File: config.mk
export PLATFORM = sky130hd
export DESIGN_NAME = tmr_front
export DESIGN_NICKNAME = d
export VERILOG_FILES = /design/src/rtl/tmr_pkg.sv /design/src/rtl/tmr_ctrl.sv /design/src/rtl/tmr_chan.sv /design/src/rtl/tmr_dpath.sv /design/src/rtl/tmr_front.sv
export SDC_FILE = /design/constraint.sdc
export NUM_CORES = 1
export LEC_CHECK = 0
export BUFFER_PORTS_ARGS = -buffer_cell sky130_fd_sc_hd__buf_2
export CAP_MARGIN = 10
export CORE_MARGIN = 8
export CORE_UTILIZATION = 50
export CTS_CLUSTER_DIAMETER = 200
export DETAILED_ROUTE_END_ITERATION = 10
export GPL_ROUTABILITY_DRIVEN = 0
export PLACE_DENSITY = 0.75
export SLEW_MARGIN = 20
export SYNTH_ARGS = -nofsm -noshare
export SYNTH_HDL_FRONTEND = slang
export SYNTH_SLANG_ARGS = --single-unit
File: constraint.sdc
create_clock -name clk -period 1.7 [get_ports clk]
set_input_delay 0 -clock clk [delete_from_list [all_inputs] [get_ports clk]]
set_output_delay 0 -clock clk [all_outputs]
set_load 0.005 [all_outputs]
File: src/rtl/tmr_pkg.sv
package tmr_pkg;

  typedef enum logic [1:0] {
    ACC_LATCH = 2'd0,
    ACC_LOW   = 2'd1,
    ACC_HIGH  = 2'd2,
    ACC_WORD  = 2'd3
  } acc_e;

  // Per-channel strobes from the control decoder to the datapath
  typedef struct packed {
    logic cfgWr;
    logic latchCnt;
    logic latchSts;
    logic dataWr;
    logic dataRd;
  } chStb_t;

endpackage

File: src/rtl/tmr_ctrl.sv
module tmr_ctrl
  import tmr_pkg::*;
#(
  parameter int CH_NUM = 3
) (
  input  logic       clk,
  input  logic       rstN,
  input  logic       wrEn,
  input  logic       rdEn,
  input  logic [1:0] addr,
  input  logic [7:0] wrData,
  output chStb_t     stb [CH_NUM],
  output acc_e       cfgAcc,
  output logic [2:0] cfgMode,
  output logic       cfgBcd,
  output logic       rdFire
);

  localparam logic [1:0] CTRL_ADDR = 2'd3;

  logic       ctrlWr;
  logic       readBack;
  logic [1:0] chanSel;
  logic [1:0] accField;

  assign ctrlWr   = wrEn && (addr == CTRL_ADDR);
  assign chanSel  = wrData[7:6];
  assign accField = wrData[5:4];
  assign readBack = ctrlWr && (chanSel == 2'd3);
  assign rdFire   = rdEn && !wrEn;

  always_comb begin
    cfgAcc  = acc_e'(accField);
    cfgBcd  = wrData[0];
    cfgMode = wrData[3:1];
    if (cfgMode > 3'd5) cfgMode = {1'b0, cfgMode[1:0]};
  end

  for (genvar g = 0; g < CH_NUM; g++) begin : g_dec
    always_comb begin
      stb[g] = '0;
      if (ctrlWr && !readBack && chanSel == 2'(g)) begin
        stb[g].cfgWr    = (accField != 2'd0);
        stb[g].latchCnt = (accField == 2'd0);
      end
      if (readBack && wrData[g+1]) begin
        stb[g].latchCnt = !wrData[5];
        stb[g].latchSts = !wrData[4];
      end
      stb[g].dataWr = wrEn && (addr == 2'(g));
      stb[g].dataRd = rdFire && (addr == 2'(g));
    end

    // a read-back command never reprograms a channel
    a_r7_readback_no_cfg: assert property (@(posedge clk) disable iff (!rstN)
      readBack |-> !stb[g].cfgWr);
  end

endmodule

File: src/rtl/tmr_chan.sv
module tmr_chan
  import tmr_pkg::*;
#(
  parameter int CNT_W = 16
) (
  input  logic             clk,
  input  logic             rstN,
  input  chStb_t           stb,
  input  acc_e             cfgAcc,
  input  logic [2:0]       cfgMode,
  input  logic             cfgBcd,
  input  logic [7:0]       wrByte,
  input  logic [CNT_W-1:0] liveCnt,
  input  logic             outLvl,
  output logic [CNT_W-1:0] reload,
  output logic             loadPulse,
  output logic [2:0]       mode,
  output logic [7:0]       rdByte
);

  localparam int BYTE_W = CNT_W / 2;

  acc_e              accR;
  logic              bcdR;
  logic              wrHi;
  logic              rdHi;
  logic [BYTE_W-1:0] holdByte;
  logic              cntValid;
  logic              cntHiNext;
  logic [CNT_W-1:0]  cntLatch;
  logic              stsValid;
  logic [7:0]        stsByte;

  always_comb begin
    if (stsValid)      rdByte = stsByte;
    else if (cntValid) rdByte = cntHiNext ? cntLatch[CNT_W-1:BYTE_W] : cntLatch[BYTE_W-1:0];
    else begin
      unique case (accR)
        ACC_HIGH: rdByte = liveCnt[CNT_W-1:BYTE_W];
        ACC_WORD: rdByte = rdHi ? liveCnt[CNT_W-1:BYTE_W] : liveCnt[BYTE_W-1:0];
        default:  rdByte = liveCnt[BYTE_W-1:0];
      endcase
    end
  end

  always_ff @(posedge clk) begin
    if (!rstN) begin
      accR      <= ACC_WORD;
      mode      <= '0;
      bcdR      <= 1'b0;
      wrHi      <= 1'b0;
      rdHi      <= 1'b0;
      holdByte  <= '0;
      cntValid  <= 1'b0;
      cntHiNext <= 1'b0;
      cntLatch  <= '0;
      stsValid  <= 1'b0;
      stsByte   <= '0;
      reload    <= '0;
      loadPulse <= 1'b0;
    end else begin
      loadPulse <= 1'b0;
      if (stb.cfgWr) begin
        accR <= cfgAcc;
        mode <= cfgMode;
        bcdR <= cfgBcd;
        wrHi <= 1'b0;
        rdHi <= 1'b0;
      end
      if (stb.latchCnt && !cntValid) begin
        cntLatch  <= liveCnt;
        cntValid  <= 1'b1;
        cntHiNext <= (accR == ACC_HIGH);
      end
      if (stb.latchSts && !stsValid) begin
        stsByte  <= {outLvl, 1'b0, accR, mode, bcdR};
        stsValid <= 1'b1;
      end
      if (stb.dataWr) begin
        unique case (accR)
          ACC_HIGH: begin
            reload    <= {wrByte, {BYTE_W{1'b0}}};
            loadPulse <= 1'b1;
          end
          ACC_WORD: begin
            if (!wrHi) begin
              holdByte <= wrByte;
              wrHi     <= 1'b1;
            end else begin
              reload    <= {wrByte, holdByte};
              loadPulse <= 1'b1;
              wrHi      <= 1'b0;
            end
          end
          default: begin
            reload    <= {{BYTE_W{1'b0}}, wrByte};
            loadPulse <= 1'b1;
          end
        endcase
      end
      if (stb.dataRd) begin
        if (stsValid) stsValid <= 1'b0;
        else if (cntValid) begin
          if (accR == ACC_WORD && !cntHiNext) cntHiNext <= 1'b1;
          else cntValid <= 1'b0;
        end else if (accR == ACC_WORD) rdHi <= !rdHi;
      end
    end
  end

  // programming restarts both byte sequences
  a_r2_ptr_restart: assert property (@(posedge clk) disable iff (!rstN)
    stb.cfgWr |=> (!wrHi && !rdHi));
  // a reload strobe only ever follows a data write
  a_r3_load_after_write: assert property (@(posedge clk) disable iff (!rstN)
    loadPulse |-> $past(stb.dataWr));
  // an unread count latch is not overwritten
  a_r6_latch_once: assert property (@(posedge clk) disable iff (!rstN)
    (cntValid && stb.latchCnt && !stb.dataRd) |=> $stable(cntLatch));
  // a pending status survives until it is read
  a_r9_status_hold: assert property (@(posedge clk) disable iff (!rstN)
    (stsValid && !stb.dataRd) |=> (stsValid && $stable(stsByte)));

endmodule

File: src/rtl/tmr_dpath.sv
module tmr_dpath
  import tmr_pkg::*;
#(
  parameter int CH_NUM = 3,
  parameter int CNT_W  = 16
) (
  input  logic                    clk,
  input  logic                    rstN,
  input  chStb_t                  stb [CH_NUM],
  input  acc_e                    cfgAcc,
  input  logic [2:0]              cfgMode,
  input  logic                    cfgBcd,
  input  logic                    rdFire,
  input  logic [7:0]              wrByte,
  input  logic [CH_NUM*CNT_W-1:0] liveCount,
  input  logic [CH_NUM-1:0]       chanOut,
  output logic [CH_NUM*CNT_W-1:0] reloadVal,
  output logic [CH_NUM-1:0]       loadStb,
  output logic [CH_NUM*3-1:0]     chanMode,
  output logic [7:0]              rdData
);

  logic [7:0] chByte [CH_NUM];
  logic [7:0] selByte;

  for (genvar g = 0; g < CH_NUM; g++) begin : g_ch
    tmr_chan #(.CNT_W(CNT_W)) u_chan (
      .clk       (clk),
      .rstN      (rstN),
      .stb       (stb[g]),
      .cfgAcc    (cfgAcc),
      .cfgMode   (cfgMode),
      .cfgBcd    (cfgBcd),
      .wrByte    (wrByte),
      .liveCnt   (liveCount[g*CNT_W +: CNT_W]),
      .outLvl    (chanOut[g]),
      .reload    (reloadVal[g*CNT_W +: CNT_W]),
      .loadPulse (loadStb[g]),
      .mode      (chanMode[g*3 +: 3]),
      .rdByte    (chByte[g])
    );
  end

  always_comb begin
    selByte = '0;
    for (int i = 0; i < CH_NUM; i++)
      if (stb[i].dataRd) selByte = chByte[i];
  end

  always_ff @(posedge clk) begin
    if (!rstN)       rdData <= '0;
    else if (rdFire) rdData <= selByte;
  end

  // read data holds between reads
  a_r12_rd_hold: assert property (@(posedge clk) disable iff (!rstN)
    !rdFire |=> $stable(rdData));

endmodule

File: src/rtl/tmr_front.sv
module tmr_front
  import tmr_pkg::*;
#(
  parameter int CH_NUM = 3,
  parameter int CNT_W  = 16
) (
  input  logic                    clk,
  input  logic                    rstN,
  input  logic                    wrEn,
  input  logic                    rdEn,
  input  logic [1:0]              addr,
  input  logic [7:0]              wrData,
  output logic [7:0]              rdData,
  input  logic [CH_NUM*CNT_W-1:0] liveCount,
  input  logic [CH_NUM-1:0]       chanOut,
  output logic [CH_NUM*CNT_W-1:0] reloadVal,
  output logic [CH_NUM-1:0]       loadStb,
  output logic [CH_NUM*3-1:0]     chanMode
);

  chStb_t     stb [CH_NUM];
  acc_e       cfgAcc;
  logic [2:0] cfgMode;
  logic       cfgBcd;
  logic       rdFire;

  tmr_ctrl #(.CH_NUM(CH_NUM)) u_ctrl (
    .clk     (clk),
    .rstN    (rstN),
    .wrEn    (wrEn),
    .rdEn    (rdEn),
    .addr    (addr),
    .wrData  (wrData),
    .stb     (stb),
    .cfgAcc  (cfgAcc),
    .cfgMode (cfgMode),
    .cfgBcd  (cfgBcd),
    .rdFire  (rdFire)
  );

  tmr_dpath #(.CH_NUM(CH_NUM), .CNT_W(CNT_W)) u_dpath (
    .clk       (clk),
    .rstN      (rstN),
    .stb       (stb),
    .cfgAcc    (cfgAcc),
    .cfgMode   (cfgMode),
    .cfgBcd    (cfgBcd),
    .rdFire    (rdFire),
    .wrByte    (wrData),
    .liveCount (liveCount),
    .chanOut   (chanOut),
    .reloadVal (reloadVal),
    .loadStb   (loadStb),
    .chanMode  (chanMode),
    .rdData    (rdData)
  );

  // at most one channel reloads per cycle
  a_r3_one_load: assert property (@(posedge clk) disable iff (!rstN)
    $onehot0(loadStb));

endmodule

=== Word-level counts from Yosys, hierarchy flattened ===
Index checks and enable logic that the tools add are counted.

* Bits in latches: 0
* ROM bits: 0
* Memory bits (writable): 0
* Input bits: 65
* Memories kept: 0
* Register bits: 185

* Shifts and indexed selects: 0
* Order comparisons: 1
* Mux-type cells: 103
* Multipliers: 0
* Equality and inequality tests: 15
* Div/mod/pow operators: 0
* Bitwise gates (word level): 3
* Reduce and logical (&&, ||, !) cells: 54
* Add/sub/neg operators: 0

{| class="wikitable"
|+ Operator list
! operator !! number
|-
| 2-to-1 mux 8 bit || 15
|-
| one-hot mux 16 bit (2 select lines) || 3
|-
| 2-to-1 mux 1 bit || 72
|-
| 2-to-1 mux 16 bit || 3
|-
| one-hot mux 8 bit (2 select lines) || 3
|-
| logical AND 1 bit || 25
|-
| equality test 2 bit (second input constant) || 10
|-
| logical NOT 1 bit || 16
|-
| 2-to-1 mux 2 bit || 6
|-
| AND reduction 2 bit || 6
|-
| AND reduction 3 bit || 3
|-
| logical NOT 2 bit || 3
|-
| inequality test 2 bit (second input constant) || 3
|-
| equality test 2 x 1 -> 1 bit (second input constant) || 2
|-
| greater-than comparator 3 bit (second input constant) || 1
|-
| 2-to-1 mux 3 bit || 1
|-
| inverter 1 bit || 3
|-
| nonzero test 2 bit || 1
|}

=== Logic depth before layout (Yosys ltp) ===
* Word-level depth: 14
* Gate-level depth with buffers: 8
* Mapped depth without buffers: 5

=== Cells and area by module ===
From an unflattened synthesis, not the netlist that was laid out.

* Cell total of the unflattened synthesis: 1034
* Area total of the unflattened synthesis: 8941.1 µm²

{| class="wikitable"
|+ By module, submodules not included
! module !! times used !! area an instance (µm²) !! cells each !! seq. area each (µm²)
|-
| tmr_chan || 3 || 2748.9 || 316 || 1181.1
|-
| tmr_dpath || 1 || 459.2 || 49 || 160.2
|-
| tmr_ctrl || 1 || 235.2 || 37 || 0.0
|}

=== Worst setup path before layout ===
OpenSTA, ideal clock, no wires.

* Kind: flip-flop to flip-flop
* From: register u_dpath.g_ch[2].u_chan.cntHiNext
* To: register u_dpath.rdData[4]
* Buffers on the path: 1
* Cell stages (with the launch flop): 7
* Setup slack: 90 ps
* Period minus slack after synthesis: 1610 ps
* Required time: 1569 ps
* Arrival time: 1479 ps
* Path through: dfxtp_1 -> clkbuf_1 -> mux2_2 -> a22oi_1 -> nand2_1 -> o221ai_1 -> o211ai_1

* Cells in the longest elaborated chain, start to end: 4

{| class="wikitable"
|+ RTL lines
! what !! RTL line !! source
|-
| start, declared || tmr_chan.sv:29 || <nowiki>logic cntHiNext;</nowiki>
|-
| start signal, assigned || tmr_chan.sv:73 || <nowiki>cntHiNext <= (accR == ACC_HIGH);</nowiki>
|-
| 2-to-1 mux 8 bit (2 in a row) || tmr_chan.sv:36 || <nowiki>else if (cntValid) rdByte = cntHiNext ? cntLatch[CNT_W-1:BYTE_W] : cntLatch[BYTE_W-1:0];</nowiki>
|-
| 2-to-1 mux 8 bit || tmr_chan.sv:35 || <nowiki>if (stsValid) rdByte = stsByte;</nowiki>
|-
| 2-to-1 mux 8 bit || tmr_dpath.sv:47 || <nowiki>if (stb[i].dataRd) selByte = chByte[i];</nowiki>
|-
| end signal, assigned || tmr_dpath.sv:52 || <nowiki>else if (rdFire) rdData <= selByte;</nowiki>
|-
| end, declared || tmr_dpath.sv:20 || <nowiki>output logic [7:0] rdData</nowiki>
|}

No other way between the ends.
A chain may end at the register's enable or synchronous reset.

=== Worst setup path in the final report ===
* From: input port wrData[7]
* To: register u_dpath.g_ch[2].u_chan.stsByte[2]

* Cells in the longest elaborated chain, start to end: 5

{| class="wikitable"
|+ RTL lines
! what !! RTL line !! source
|-
| start, declared || tmr_front.sv:12 || <nowiki>input logic [7:0] wrData,</nowiki>
|-
| equality test 2 bit || tmr_ctrl.sv:29 || <nowiki>assign readBack = ctrlWr && (chanSel == 2'd3);</nowiki>
|-
| logical AND 1 bit || tmr_ctrl.sv:29 ||
|-
| logical AND 1 bit || tmr_ctrl.sv:46 || <nowiki>if (readBack && wrData[g+1]) begin</nowiki>
|-
| 2-to-1 mux 2 bit || tmr_ctrl.sv:46 ||
|-
| logical AND 1 bit || tmr_chan.sv:75 || <nowiki>if (stb.latchSts && !stsValid) begin</nowiki>
|-
| end signal, assigned || tmr_chan.sv:76 || <nowiki>stsByte <= {outLvl, 1'b0, accR, mode, bcdR};</nowiki>
|-
| end, declared || tmr_chan.sv:32 || <nowiki>logic [7:0] stsByte;</nowiki>
|}

No other way between the ends.

==> out/metrics.yaml <==
status: "complete, no violations"
crit_slowest_cell: "dlygate4sd3_1"
hold_violations: 0
die_x_um: 143.7
crit_fanout: 15
max_freq_mhz: 617.5
synth.top_cell.area_share_pct: 45.43
power_frac_comb_pct: 8.3
areaGrowthSynthToFinish_pct: 28.81
yosysTopAreaCell: "dfxtp_1"
clockRootBuffer: "clkbuf_16"
slew_violations: 0
yosys_warnings: 0
drcViolationCount: 0
drtIter0Drc: 594
period_share_pct: 95.26
fin_ws_ns: 0.08051
nFillCells: 1321
stdcell_area_mm2: 0.01050
cpPeakStageDelay_ns: 0.55
synthArstFlopShare_pct: 0
cts_tree: "yes"
ys_top_cells_by_count: "dfxtp_1 (185), nor2_1 (147), mux2i_1 (117)"
drive_above_1_share_pct: 23.06
die_area_mm2: 0.02065
synth_area_leaders: "dfxtp_1 (45%), mux2i_1 (14%), nor2_1 (6.8%)"
yosysMostFrequentCell: "dfxtp_1"
viasPerCell: 5.651
whs_ns: 0.04142
numClockSinks: 185
max_slew_margin_pct: 65.42
p_switching_mw: 2.189
syn_inst: 917
wl_per_cell_um: 17.94
avgSynthCellArea_um2: 8.889
setup_viol: 0
required_ns: 2.01
syn_area_mm2: 0.008152
ys_ff_latch: 185
io-pin-count: 133
p_seq_share_pct: 46.5
grt_pass1_vias: 7153
leakagePower_nw: 4.018
final_util_pct: 66.10
h-tree-depth: 4
finClkSkew_ns: 0.01096
ys_seq_area_share_pct: 45.43
numPortBuffers: 132
drv_cap: 0
post-route-min-period_ns: 1.619
path_clk_slew_ns: 0.07
path_delay_family: "buffers and inverters"
cp_cell_sequence: "dlygate4sd3_1 > clkbuf_4 > nand2_1 > or3_4 > nor3b_2 > buf_4 > mux2i_1 > nor2_1"
die_h_um: 143.7
grt_pass1_wl_um: 38090
ir_drop_uv: 639.6
hpwl_um: 16620
critPathKind: "in -> reg"
p_per_area_mw_per_mm2: 913.0
rows: 46
synth_edf_count: 0
dr.pass1.iters: 5
initial_core_util_pct: 51.32
tightest_slew_ns: 0.5188
placed_area_mm2: 0.009193
antenna_found_initial: 1
clockBufferDepth: 2
start_kind: "input pin"
cp-end-kind: "flip-flop"
nets: 1171
vias: 7550
hold_path_class: "in -> reg"
grt_usage_pct: 23.35
ys.flop_type: "dfxtp_1"
preCtsSetupSlack_ns: -0.005694
synth.distinct_cells: 51
antenna_left: 0
switching_share_pct: 22.83
power_report.internal_total_mw: 7.398
numCtsBuffers: 17
wl_um: 23970
crit_arrival_ns: 1.93
path_buf_inv: 3
grt_max_degree: 71
total_power_mw: 9.587
synth_nets: 982
clock_latency_ns: 0.43
clkPwrFrac_pct: 45.2
core_mm2: 0.01589
grt-ovfl-total: 0
[stage by stage]
step                setup TNS [ns]  std cells
floorplan                        0        917
global placement                 0       1242
detailed placement       -0.005694       1242
CTS                              0       1333
global route             -0.001654       1336
finish                           0       1336
[flip-flops by register name (all words and copies together), names as in the netlist]
register,count
u_dpath.g_ch.u_chan.mode,9
u_dpath.rdData,8
u_dpath.g_ch.u_chan.stsValid,3
u_dpath.g_ch.u_chan.cntLatch,48
u_dpath.g_ch.u_chan.cntValid,3
u_dpath.g_ch.u_chan.reload,48
u_dpath.g_ch.u_chan.rdHi,3
u_dpath.g_ch.u_chan.holdByte,24
u_dpath.g_ch.u_chan.stsByte,21
u_dpath.g_ch.u_chan.bcdR,3
u_dpath.g_ch.u_chan.wrHi,3
u_dpath.g_ch.u_chan.loadPulse,3
u_dpath.g_ch.u_chan.cntHiNext,3
u_dpath.g_ch.u_chan.accR,6
[worst register-to-register path, stage by stage (launching register included)]
cell and delay (ns):
dfxtp_1 0.33, nand2b_1 0.19, and3_1 0.23, a2111oi_4 0.33, nor3_1 0.13, a211o_1 0.25
[kinds of logic after synthesis]
logic type             synth area share (%)
muxes                                 16.30
DFF                                   45.43
AOI/OAI and AO/OA                     14.32
buffers and inverters                 5.587
and+or+nand+nor                       18.36
[final timing paths]
check	startpoint	to	slack [ns]	cells after the start
worst max-delay path	wrData[7]	u_dpath.g_ch[2].u_chan.stsByte[2]$_SDFFE_PN0P_	0.08	8
worst min-delay path	wrData[3]	u_dpath.g_ch[0].u_chan.holdByte[3]$_SDFFE_PN0P_	0.04	4
worst max register to register	u_dpath.g_ch[2].u_chan.rdHi$_SDFF_PN0_	u_dpath.rdData[5]$_SDFFE_PN0P_	0.13	5
worst min register to register	u_dpath.g_ch[1].u_chan.reload[12]$_SDFFE_PN0P_	u_dpath.g_ch[1].u_chan.reload[12]$_SDFFE_PN0P_	0.45	2
[power groups by stage]
stage          Sequential [mW]  Combinational, mW  Clock, mW
3_3_place_gp              4.55              0.653          0
5_1_grt                   4.46              0.857       4.58
3_5_place_dp              4.56              0.658          0
2_1_floorplan             4.54              0.366          0
6_report                  4.46              0.794       4.33
4_1_cts                   4.46              0.769       4.37
[cell usage in the layout (no fill, tap or decap), types with 3 or more instances in the layout]
cell,count
dlygate4sd3_1,59
nor3b_2,3
buf_2,130
mux2_2,14
nand3_1,46
clkbuf_16,17
bufinv_16,4
nor2b_1,4
inv_1,10
a221o_1,6
o2111ai_1,6
a221oi_1,23
o31ai_1,3
nor2_1,147
nand2_1,71
a31oi_1,11
buf_4,55
a22oi_1,6
o221ai_1,11
nor4_1,3
dfxtp_1,182
buf_12,6
o211ai_1,10
dfxtp_2,3
clkbuf_8,4
nand2b_1,3
o21ai_0,38
clkinvlp_4,3
nor3_1,28
a21oi_1,50
mux2i_1,117
and3_1,4
[area by class of cell]
cell class | instances | area (um2) | area share [%]
multi-input cells | 637 | 4026 | 38.35
flip-flops and latches | 185 | 3707 | 35.31
repair buffers | 252 | 1789 | 17.04
clock buffers | 23 | 488.0 | 4.647
well taps | 216 | 270.3 | 2.574
clock inverters | 9 | 161.4 | 1.537
inverters | 13 | 55.05 | 0.5243
diodes | 1 | 2.502 | 0.02383
[per-layer routing]
| layer | global-route usage [%] | routed length, um | up-vias |
|---|---|---|---|
| met5 | 0 | 0 | - |
| met2 | 35.93 | 11060 | 313 |
| met1 | 31.47 | 10580 | 3545 |
| met3 | 4.180 | 1617 | 60 |
| met4 | 10.13 | 708 | 0 |
| li1 | - | - | 3632 |
[repair_timing]
item / in CTS / in global routing
endpoints found under the hold margin: 77 / 0
hold buffers: 59 / 0
gates resized for setup: 2 / 9
endpoints found under the setup margin: 1 / 22
setup buffers: 0 / 2
pin swaps: 0 / 1
Note: power is estimated with default switching activity, not from simulation.
